**config.mk**
```make
export PLATFORM = sky130hd
export DESIGN_NAME = lgt_trim_engine
export DESIGN_NICKNAME = d
export VERILOG_FILES = /design/src/rtl/lgt_pkg.sv /design/src/rtl/lgt_node_hash.sv /design/src/rtl/lgt_degree_store.sv /design/src/rtl/lgt_sweep_ctrl.sv /design/src/rtl/lgt_readout.sv /design/src/rtl/lgt_trim_engine.sv
export SDC_FILE = /design/constraint.sdc
export NUM_CORES = 2
export LEC_CHECK = 0
export CAP_MARGIN = 20
export CELL_PAD_IN_SITES_DETAIL_PLACEMENT = 0
export CELL_PAD_IN_SITES_GLOBAL_PLACEMENT = 1
export CORE_MARGIN = 1.5
export CORE_UTILIZATION = 50
export DETAILED_ROUTE_END_ITERATION = 10
export GPL_TIMING_DRIVEN = 0
export HOLD_SLACK_MARGIN = 0.1
export PLACE_DENSITY_LB_ADDON = 0.25
export SYNTH_ARGS = -nofsm -noshare
export SYNTH_HDL_FRONTEND = slang
export SYNTH_SLANG_ARGS = --single-unit
```
**constraint.sdc**
```tcl
create_clock -name clk -period 42.8 [get_ports clk]
set_input_delay 10.7 -clock clk [delete_from_list [all_inputs] [get_ports clk]]
set_output_delay 10.7 -clock clk [all_outputs]
set_load 0.01 [all_outputs]
```
**src/rtl/lgt_pkg.sv**
```systemverilog
package lgt_pkg;

  typedef enum logic [1:0] {
    PH_IDLE  = 2'd0,
    PH_CLEAR = 2'd1,
    PH_COUNT = 2'd2,
    PH_KILL  = 2'd3
  } phase_e;

  // Placeholder keyed mixer of (edge index, side); full 32-bit result.
  function automatic logic [31:0] node_mix(input logic [31:0] key,
                                           input logic [31:0] idx,
                                           input logic        side);
    logic [31:0] x;
    x = key ^ (idx * 32'h9E37_79B1) ^ (side ? 32'h85EB_CA6B : 32'h0);
    x = x ^ (x >> 15);
    x = x * 32'h2C1B_3C6D;
    x = x ^ (x >> 12);
    return x;
  endfunction

endpackage

```
**src/rtl/lgt_node_hash.sv**
```systemverilog
module lgt_node_hash #(
  parameter int NODE_W = 8
) (
  input  logic [31:0]       key,
  input  logic [NODE_W-1:0] idx,
  input  logic              side,
  output logic [NODE_W-1:0] node
);
  assign node = NODE_W'(lgt_pkg::node_mix(key, 32'(idx), side));
endmodule

```
**src/rtl/lgt_degree_store.sv**
```systemverilog
module lgt_degree_store #(
  parameter int LOC_W = 7
) (
  input  logic             clk,
  input  logic             rst_n,
  input  logic             clr_en,
  input  logic             inc_en,
  input  logic [LOC_W-1:0] addr,
  output logic [1:0]       rd_cnt
);
  localparam int DEPTH = 1 << LOC_W;

  logic [1:0] cnt_q [DEPTH];

  assign rd_cnt = cnt_q[addr];

  always_ff @(posedge clk) begin
    if (!rst_n) begin
      for (int i = 0; i < DEPTH; i++) cnt_q[i] <= 2'd0;
    end else if (clr_en) begin
      cnt_q[addr] <= 2'd0;
    end else if (inc_en && cnt_q[addr] != 2'd2) begin
      cnt_q[addr] <= cnt_q[addr] + 2'd1;
    end
  end

  // counters saturate at two, code 3 never appears
  p_cnt_saturates_r5: assert property (@(posedge clk) disable iff (!rst_n)
    rd_cnt != 2'd3);

  // a cleared counter reads zero on the following cycle
  p_clear_zero_r5: assert property (@(posedge clk) disable iff (!rst_n)
    (clr_en && !inc_en) |=> (cnt_q[$past(addr)] == 2'd0));

endmodule

```
**src/rtl/lgt_sweep_ctrl.sv**
```systemverilog
module lgt_sweep_ctrl
  import lgt_pkg::*;
#(
  parameter int NODE_W      = 8,
  parameter int SLICE_SHIFT = 1,
  parameter int ROUND_W     = 8
) (
  input  logic               clk,
  input  logic               rst_n,
  input  logic               start,
  input  logic [ROUND_W-1:0] round_count,
  output phase_e             phase,
  output logic [NODE_W-1:0]  idx,
  output logic [(SLICE_SHIFT>0 ? SLICE_SHIFT : 1)-1:0] pass,
  output logic               side,
  output logic               launch,
  output logic               done
);
  localparam int PASS_W      = (SLICE_SHIFT > 0) ? SLICE_SHIFT : 1;
  localparam int PASSES      = 1 << SLICE_SHIFT;
  localparam int SLICE_NODES = 1 << (NODE_W - SLICE_SHIFT);
  localparam int EDGES       = 1 << NODE_W;
  localparam logic [NODE_W-1:0] CLR_LAST  = NODE_W'(SLICE_NODES - 1);
  localparam logic [NODE_W-1:0] EDGE_LAST = NODE_W'(EDGES - 1);
  localparam logic [PASS_W-1:0] PASS_LAST = PASS_W'(PASSES - 1);

  logic [ROUND_W-1:0] round_q, round_lim;

  assign launch = start && (phase == PH_IDLE);

  always_ff @(posedge clk) begin
    if (!rst_n) begin
      phase     <= PH_IDLE;
      idx       <= '0;
      pass      <= '0;
      side      <= 1'b0;
      round_q   <= '0;
      round_lim <= '0;
      done      <= 1'b0;
    end else begin
      unique case (phase)
        PH_IDLE: begin
          if (start) begin
            round_lim <= round_count;
            round_q   <= '0;
            idx       <= '0;
            pass      <= '0;
            side      <= 1'b0;
            done      <= (round_count == '0);
            phase     <= (round_count == '0) ? PH_IDLE : PH_CLEAR;
          end
        end
        PH_CLEAR: begin
          if (idx == CLR_LAST) begin
            idx   <= '0;
            phase <= PH_COUNT;
          end else begin
            idx <= idx + 1'b1;
          end
        end
        PH_COUNT: begin
          if (idx == EDGE_LAST) begin
            idx   <= '0;
            phase <= PH_KILL;
          end else begin
            idx <= idx + 1'b1;
          end
        end
        PH_KILL: begin
          if (idx == EDGE_LAST) begin
            idx <= '0;
            if (pass == PASS_LAST) begin
              pass <= '0;
              side <= ~side;
              if (round_q == round_lim - 1'b1) begin
                phase <= PH_IDLE;
                done  <= 1'b1;
              end else begin
                round_q <= round_q + 1'b1;
                phase   <= PH_CLEAR;
              end
            end else begin
              pass  <= pass + 1'b1;
              phase <= PH_CLEAR;
            end
          end else begin
            idx <= idx + 1'b1;
          end
        end
        default: phase <= PH_IDLE;
      endcase
    end
  end

  // done only while idle
  p_done_idle_r7: assert property (@(posedge clk) disable iff (!rst_n)
    done |-> (phase == PH_IDLE));

  // a start during a run leaves the sampled round limit alone
  p_start_ignored_r2: assert property (@(posedge clk) disable iff (!rst_n)
    (phase != PH_IDLE) |=> $stable(round_lim));

  // side flips only on leaving a testing sweep
  p_side_flip_r4: assert property (@(posedge clk) disable iff (!rst_n)
    (phase != PH_KILL && !launch) |=> $stable(side));

  // every pass starts with a clearing phase
  p_count_after_clear_r5: assert property (@(posedge clk) disable iff (!rst_n)
    (phase == PH_COUNT && idx == '0) |-> $past(phase) == PH_CLEAR);

endmodule

```
**src/rtl/lgt_readout.sv**
```systemverilog
module lgt_readout #(
  parameter int NODE_W = 8
) (
  input  logic                   clk,
  input  logic                   rst_n,
  input  logic                   allow,
  input  logic [(1<<NODE_W)-1:0] live,
  input  logic                   req_valid,
  output logic                   req_ready,
  input  logic [NODE_W-1:0]      req_addr,
  output logic                   rsp_valid,
  input  logic                   rsp_ready,
  output logic                   rsp_bit
);
  assign req_ready = allow && (!rsp_valid || rsp_ready);

  always_ff @(posedge clk) begin
    if (!rst_n) begin
      rsp_valid <= 1'b0;
      rsp_bit   <= 1'b0;
    end else if (req_valid && req_ready) begin
      rsp_valid <= 1'b1;
      rsp_bit   <= live[req_addr];
    end else if (rsp_ready) begin
      rsp_valid <= 1'b0;
    end
  end

  // a stalled response stays put
  p_rsp_hold_r9: assert property (@(posedge clk) disable iff (!rst_n)
    (rsp_valid && !rsp_ready) |=> (rsp_valid && $stable(rsp_bit)));

endmodule

```
**src/rtl/lgt_trim_engine.sv**
```systemverilog
module lgt_trim_engine
  import lgt_pkg::*;
#(
  parameter int NODE_W      = 8,
  parameter int SLICE_SHIFT = 1,
  parameter int ROUND_W     = 8
) (
  input  logic               clk,
  input  logic               rst_n,
  input  logic               start,
  input  logic [ROUND_W-1:0] round_count,
  input  logic [31:0]        hash_key,
  output logic               busy,
  output logic               done,
  input  logic               rd_req_valid,
  output logic               rd_req_ready,
  input  logic [NODE_W-1:0]  rd_req_addr,
  output logic               rd_rsp_valid,
  input  logic               rd_rsp_ready,
  output logic               rd_rsp_live
);
  localparam int EDGES  = 1 << NODE_W;
  localparam int LOC_W  = NODE_W - SLICE_SHIFT;
  localparam int PASS_W = (SLICE_SHIFT > 0) ? SLICE_SHIFT : 1;

  phase_e              phase;
  logic [NODE_W-1:0]   idx, node;
  logic [PASS_W-1:0]   pass;
  logic                side, launch, in_slice, kill;
  logic [31:0]         key_q;
  logic [EDGES-1:0]    live;
  logic [LOC_W-1:0]    deg_addr;
  logic [1:0]          deg_cnt;

  lgt_sweep_ctrl #(.NODE_W(NODE_W), .SLICE_SHIFT(SLICE_SHIFT), .ROUND_W(ROUND_W)) ctrl_i (
    .clk(clk), .rst_n(rst_n), .start(start), .round_count(round_count),
    .phase(phase), .idx(idx), .pass(pass), .side(side),
    .launch(launch), .done(done)
  );

  lgt_node_hash #(.NODE_W(NODE_W)) hash_i (
    .key(key_q), .idx(idx), .side(side), .node(node)
  );

  generate
    if (SLICE_SHIFT == 0) begin : g_one_slice
      assign in_slice = 1'b1;
    end else begin : g_sliced
      assign in_slice = (node[NODE_W-1 -: SLICE_SHIFT] == pass);
    end
  endgenerate

  assign deg_addr = (phase == PH_CLEAR) ? idx[LOC_W-1:0] : node[LOC_W-1:0];

  lgt_degree_store #(.LOC_W(LOC_W)) deg_i (
    .clk(clk), .rst_n(rst_n),
    .clr_en(phase == PH_CLEAR),
    .inc_en(phase == PH_COUNT && live[idx] && in_slice),
    .addr(deg_addr), .rd_cnt(deg_cnt)
  );

  assign kill = (phase == PH_KILL) && live[idx] && in_slice && (deg_cnt < 2'd2);
  assign busy = (phase != PH_IDLE);

  always_ff @(posedge clk) begin
    if (!rst_n) begin
      live  <= '0;
      key_q <= '0;
    end else if (launch) begin
      live  <= '1;
      key_q <= hash_key;
    end else if (kill) begin
      live[idx] <= 1'b0;
    end
  end

  lgt_readout #(.NODE_W(NODE_W)) rd_i (
    .clk(clk), .rst_n(rst_n), .allow(!busy), .live(live),
    .req_valid(rd_req_valid), .req_ready(rd_req_ready), .req_addr(rd_req_addr),
    .rsp_valid(rd_rsp_valid), .rsp_ready(rd_rsp_ready), .rsp_bit(rd_rsp_live)
  );

  // without a new start, live edges only ever disappear
  p_no_revive_r6: assert property (@(posedge clk) disable iff (!rst_n)
    !launch |=> ($countones(live) <= $countones($past(live))));

  // at most one edge dies per cycle
  p_one_kill_r6: assert property (@(posedge clk) disable iff (!rst_n)
    (busy && !launch) |=> ($countones($past(live)) - $countones(live) <= 1));

  // no reads while a run is in progress
  p_no_read_busy_r9: assert property (@(posedge clk) disable iff (!rst_n)
    busy |-> !rd_req_ready);

  // zero rounds keeps the full bitmap
  p_zero_round_full_r8: assert property (@(posedge clk) disable iff (!rst_n)
    (launch && round_count == '0) |=> (live == '1 && done));

endmodule

```
==> Word-level counts from Yosys, hierarchy flattened <==
Memories as Yosys holds them, arrays and structs flattened.
Cells that the tools add are included.
{ "word_totals": {"reg_bits": 319, "ram_bits": 256, "out_inout_bits": 5, "word_cells": 125, "memories": 1} }
{ "memory_table": {"columns": ["memory", "words", "word_bits", "rd", "rd_clocked_by_memory_dff", "write_ports", "line_no", "text"], "rows": [
  ["deg_i.cnt_q", 128, 2, 1, 0, 128, "lgt_degree_store.sv:13", "logic [1:0] cnt_q [DEPTH];"]
]} }
{ "classes": {"n_addsub": 5, "mul": 2, "magnitude_cmp": 4, "eq_ne": 15, "muxes": 52, "bitwise_logic": 8, "n_reduce_logical": 27} }
{ "ops": {"columns": ["cell", "count"], "rows": [
  ["256-bit 2-to-1 mux", 2],
  ["256-bit bitwise AND", 1],
  ["256-bit NOT", 1],
  ["32-bit XOR", 2],
  ["8-bit 2-to-1 mux", 6],
  ["32-bit by 30-bit multiplier with 20-bit output (second input constant)", 1],
  ["8-bit by 32-bit multiplier with 32-bit output (second input constant)", 1],
  ["32-bit 2-to-1 mux", 1],
  ["32-bit by 17-bit XOR with 32-bit output", 1],
  ["1-bit 2-to-1 mux", 26],
  ["8-bit case mux with 3 select lines", 1],
  ["8-bit by 9-bit < comparator with 1-bit output (second input constant)", 2],
  ["8-bit by 1-bit adder with 8-bit output (second input constant)", 2],
  ["1-bit binary-select mux with 8-bit select", 2],
  ["8-bit case mux with 2 select lines", 1],
  ["7-bit 2-to-1 mux", 2],
  ["2-bit 2-to-1 mux", 6],
  ["1-bit logical AND", 10],
  ["5-bit AND reduction", 2],
  ["1-bit demux with 8-bit select", 1],
  ["8-bit by 7-bit == test with 1-bit output (second input constant)", 1],
  ["8-bit == test", 1],
  ["8-bit == test (second input constant)", 1],
  ["8-bit by 1-bit >= comparator with 1-bit output (second input constant)", 1],
  ["23 further kinds", 38]
]} }

==> Logic depth before layout (Yosys ltp) <==
An unclocked memory read counts as a cell.
{ "depth": {"depth_word": 17, "mapped_depth": 61, "ltp_nobuf": 53} }

==> Hierarchy <==
Synthesis repeated with hierarchy kept, for this count alone.
{ "hier_totals": {"hier_cells": 3636, "hier_area_um2": 36784.0} }
{ "modules_own_cells": {"columns": ["module", "instances", "cells_per_inst", "area_each_um2", "seq_area_each_um2"], "rows": [
  ["lgt_degree_store", 1, 1129, 12731.0, 7687.4],
  ["lgt_trim_engine", 1, 1341, 12668.4, 5765.5],
  ["lgt_node_hash", 1, 764, 7332.0, 0.0],
  ["lgt_readout", 1, 186, 2283.4, 40.0],
  ["lgt_sweep_ctrl", 1, 216, 1769.2, 580.6]
]} }

==> Worst setup path before layout <==
OpenSTA, ideal clock, no wires.
{ "synth_timing": {"path_kind": "input to output", "start": "input rd_rsp_ready", "end": "output rd_req_ready", "t_arrival_ns": 11.023, "t_required_ns": 32.100, "slack_ns": 21.077, "stages": 2, "cell_sequence": "nand2b_1 and2_1"} }
{ "synth_via": {"elab_chain_cells": 2} }
{ "synth_rtl": {"columns": ["element", "line_no", "text"], "rows": [
  ["from (decl)", "lgt_trim_engine.sv:19", "input logic rd_rsp_ready,"],
  ["1-bit logical OR", "lgt_readout.sv:15", "assign req_ready = allow && (!rsp_valid || rsp_ready);"],
  ["1-bit logical AND", "lgt_readout.sv:15", null],
  ["to (decl)", "lgt_trim_engine.sv:16", "output logic rd_req_ready,"]
]} }
No other way between the ends.

==> Final worst setup path <==
Same ends and word-level chain as after synthesis.

==> flow_summary.toml <==
[outcome]
outcome = "finished, final reports clean"

[synth]
ys_warn_count = 0
yosys.area_share.adder_pct = 12.26
synth_top_area_cell = "edfxtp_1"
synth_xor_area_share_pct = 3.693
syn_inst = 3693
async_flop_share_pct = 0
yosys.area_share.simple_pct = 11.32
synth_ff_type = "dfxtp_1"
synth_nets = 4042
synth_compound_area_share_pct = 17.15
synth.cell_area_sq_mm = 0.03744
synth_top_area_share_pct = 20.53
ys_types = 86
synth_top_family_by_area = "compound AO/OA/AOI/OAI gates"
synth_most_common_cell = "o21ai_0"
synth_area_leaders = "edfxtp_1, dfxtp_1, mux4_2"
synthMuxAreaShare_pct = 11.58
avgSynthCellArea_sq_um = 10.14
synth_seq_area_share_pct = 37.59
ys_seq_elements = 575
synth-edff-count = 256
ys_top_cells_by_count = "o21ai_0, nand2_1, dfxtp_1"

[setup_path]
cp_cell_sequence = "clkdlybuf4s50_1 > nand2b_1 > and2_1 > clkdlybuf4s50_1"
crit_required_ps = 32100
slowest_delay_ps = 530
cp-endpoint = "rd_req_ready"
cp_common_cell = "clkdlybuf4s50_1"
cp.arrival_ps = 11930
cp_top_family = "buffers and inverters"
crit_cells = 4
crit_fanout = 3
start_kind = "input pin"
crit_path_start = "rd_rsp_ready"
reg2reg_from = "ctrl_i.idx[2]$_SDFFE_PN0N_"
critPathSlowestCell = "clkdlybuf4s50_1"
endpoint_kind = "output port"
reg2reg_depth = 51
rrSetupSlack_ps = 21770
r2r_end = "deg_i.cnt_q[86][0]$_SDFFCE_PN0P_"
path_class = "input pin to output port"
crit_buf_inv = 2

[clock_tree]
cts_made_buffers = 68
htree_levels = 3
clk_latency_ps = 640
hold_buffers = 0
cts-root-buf = "clkbuf_16"
post_cts_buffers = 0
clock_sinks = 575
cts.clk_slew.worst_paths_ps = 50
ctsResizeCount = 0
cts_tree = "built"
clockBufferDepth = 3

[sta]
drv_slew = 0
period_needed_ps = 22630
tightest_slew_ps = 1259
finalClockSkew_ps = 39.02
fin_setup_tns_ps = 0
hold_viol = 0
rsz0062_at_grt = "no"
maxSlewHeadroom_pct = 16.06
setup_viol = 0
timing.fmax_mhz = 44.18
finalCritPeriodShare_pct = 52.88

[detailed_routing]
drc = 0
dr.first_iter.drc_count = 5162
ant_nets = 0
wl_per_cell_um = 29.32
via_per_inst = 6.801
drt_first_pass_iters = 7
routed_wl_um = 142600
num_vias = 33080

[die]
die_w_um = 276.7
ios = 58
core_area_sq_mm = 0.07432
start_util_pct = 50.38
rows = 100
die_area_sq_mm = 0.07654
die_h_um = 276.7

[global_routing]
antenna_found_initial = 4
grt_pass1_vias = 31780
grt_pass1_wl_um = 209800
grt_overflow = 0
grt_usage_pct = 36.81
grt_max_degree = 14

[layout]
nets = 4193
drive_gt1_share_pct = 10.68
syn_to_final_growth_pct = 11.65
diodes = 0

[place]
io_buffers = 53
dp_hpwl_um = 100000
globalplace.congestion = 1.039

[worst_hold_path]
worstHoldPathType = "flip-flop to flip-flop"

[job]
drv_cap = 0
worst min-delay path by stage:
stage	startpoint	endpoint	slack (ps)	depth (start not counted)
2_1_floorplan	key_q[8]$_SDFFE_PN0P_	key_q[8]$_SDFFE_PN0P_	460	2
3_3_place_gp	key_q[11]$_SDFFE_PN0P_	key_q[11]$_SDFFE_PN0P_	460	2
3_5_place_dp	key_q[6]$_SDFFE_PN0P_	key_q[6]$_SDFFE_PN0P_	470	2
4_1_cts	key_q[6]$_SDFFE_PN0P_	key_q[6]$_SDFFE_PN0P_	480	2
5_1_grt	key_q[9]$_SDFFE_PN0P_	key_q[9]$_SDFFE_PN0P_	500	2
6_report	key_q[3]$_SDFFE_PN0P_	key_q[3]$_SDFFE_PN0P_	480	2
registers in the layout, indices dropped and copies added, names as in the netlist:
register and count:
rd_i.rsp_valid 1, ctrl_i.side 1, live 256, ctrl_i.pass 1
rd_i.rsp_bit 1, deg_i.cnt_q 256, ctrl_i.round_lim 8, ctrl_i.round_q 8
ctrl_i.phase 2, ctrl_i.done 1, ctrl_i.idx 8, key_q 32
metrics by stage:
step                instances  utilization (%)  hold slack (ps)  area [sq um]  worst slack, ps
floorplan                3693                -            455.1         37440            21080
global placement         4715            52.72            463.4         39190            20170
detailed placement       4737            53.09            471.1         39460            20170
CTS                      4858            56.15            478.8         41730            20160
global route             4864            56.25            496.5         41800            20130
finish                   4864            56.25            475.8         41800            20170
worst register-to-register path, delay by kind of cell, from the launching register on:
| family | cells | cell delay, ps |
|---|---|---|
| XOR/XNOR | 3 | 1160 |
| buffers and inverters | 14 | 6930 |
| flip-flops | 1 | 590 |
| multiplexers | 1 | 860 |
| AO/OA/AOI/OAI | 15 | 3930 |
| AND/OR/NAND/NOR | 5 | 1400 |
| adder cells (fa/ha/maj) | 13 | 5850 |
logic make-up after synthesis:
| family | count (synthesis) |
|---|---|
| simple gates | 926 |
| buf+inv | 575 |
| mux | 210 |
| fa+ha+maj | 296 |
| compound gates | 958 |
| flops | 575 |
| xor+xnor | 153 |
cell usage in the layout, fill, tap and decap left out, types with 26 or more instances in the layout:
master | synthesis | final
a21boi_0 | 44 | 44
a21oi_1 | 50 | 50
a41oi_1 | 253 | 253
and3_1 | 38 | 38
buf_1 | 34 | 34
buf_2 | 44 | 47
clkbuf_1 | 272 | 277
clkbuf_16 | 0 | 70
clkdlybuf4s50_1 | 0 | 53
dfxtp_1 | 319 | 319
edfxtp_1 | 256 | 256
fa_1 | 118 | 118
ha_1 | 178 | 178
inv_1 | 195 | 195
mux2i_1 | 26 | 26
mux4_2 | 178 | 178
nand2_1 | 350 | 350
nand3_1 | 61 | 61
nor2_1 | 186 | 186
nor3_1 | 165 | 164
nor4_1 | 29 | 28
o21ai_0 | 407 | 407
xnor2_1 | 117 | 117
xor2_1 | 33 | 33
metal layers:
metal  GRT usage, %  vias to the layer above  wire, um
met5              0                        -        27
met4          17.03                        4      7697
met3          10.65                      490     19340
met2          54.20                     2444     60680
met1          50.18                    16090     54850
li1               -                    14050         -
layout make-up:
type / count / area, sq um
Fill cell: 6569 / 32520
Multi-Input combinational cell: 2543 / 20980
Sequential cell: 575 / 14070
Clock buffer: 81 / 1853
Buffer: 374 / 1644
Tap cell: 969 / 1212
Timing Repair Buffer: 81 / 862.1
Inverter: 201 / 754.5
Clock inverter: 40 / 421.7
Power is not shown: default switching activity piles up to over one toggle a cycle in this logic, so the estimate is an artifact.
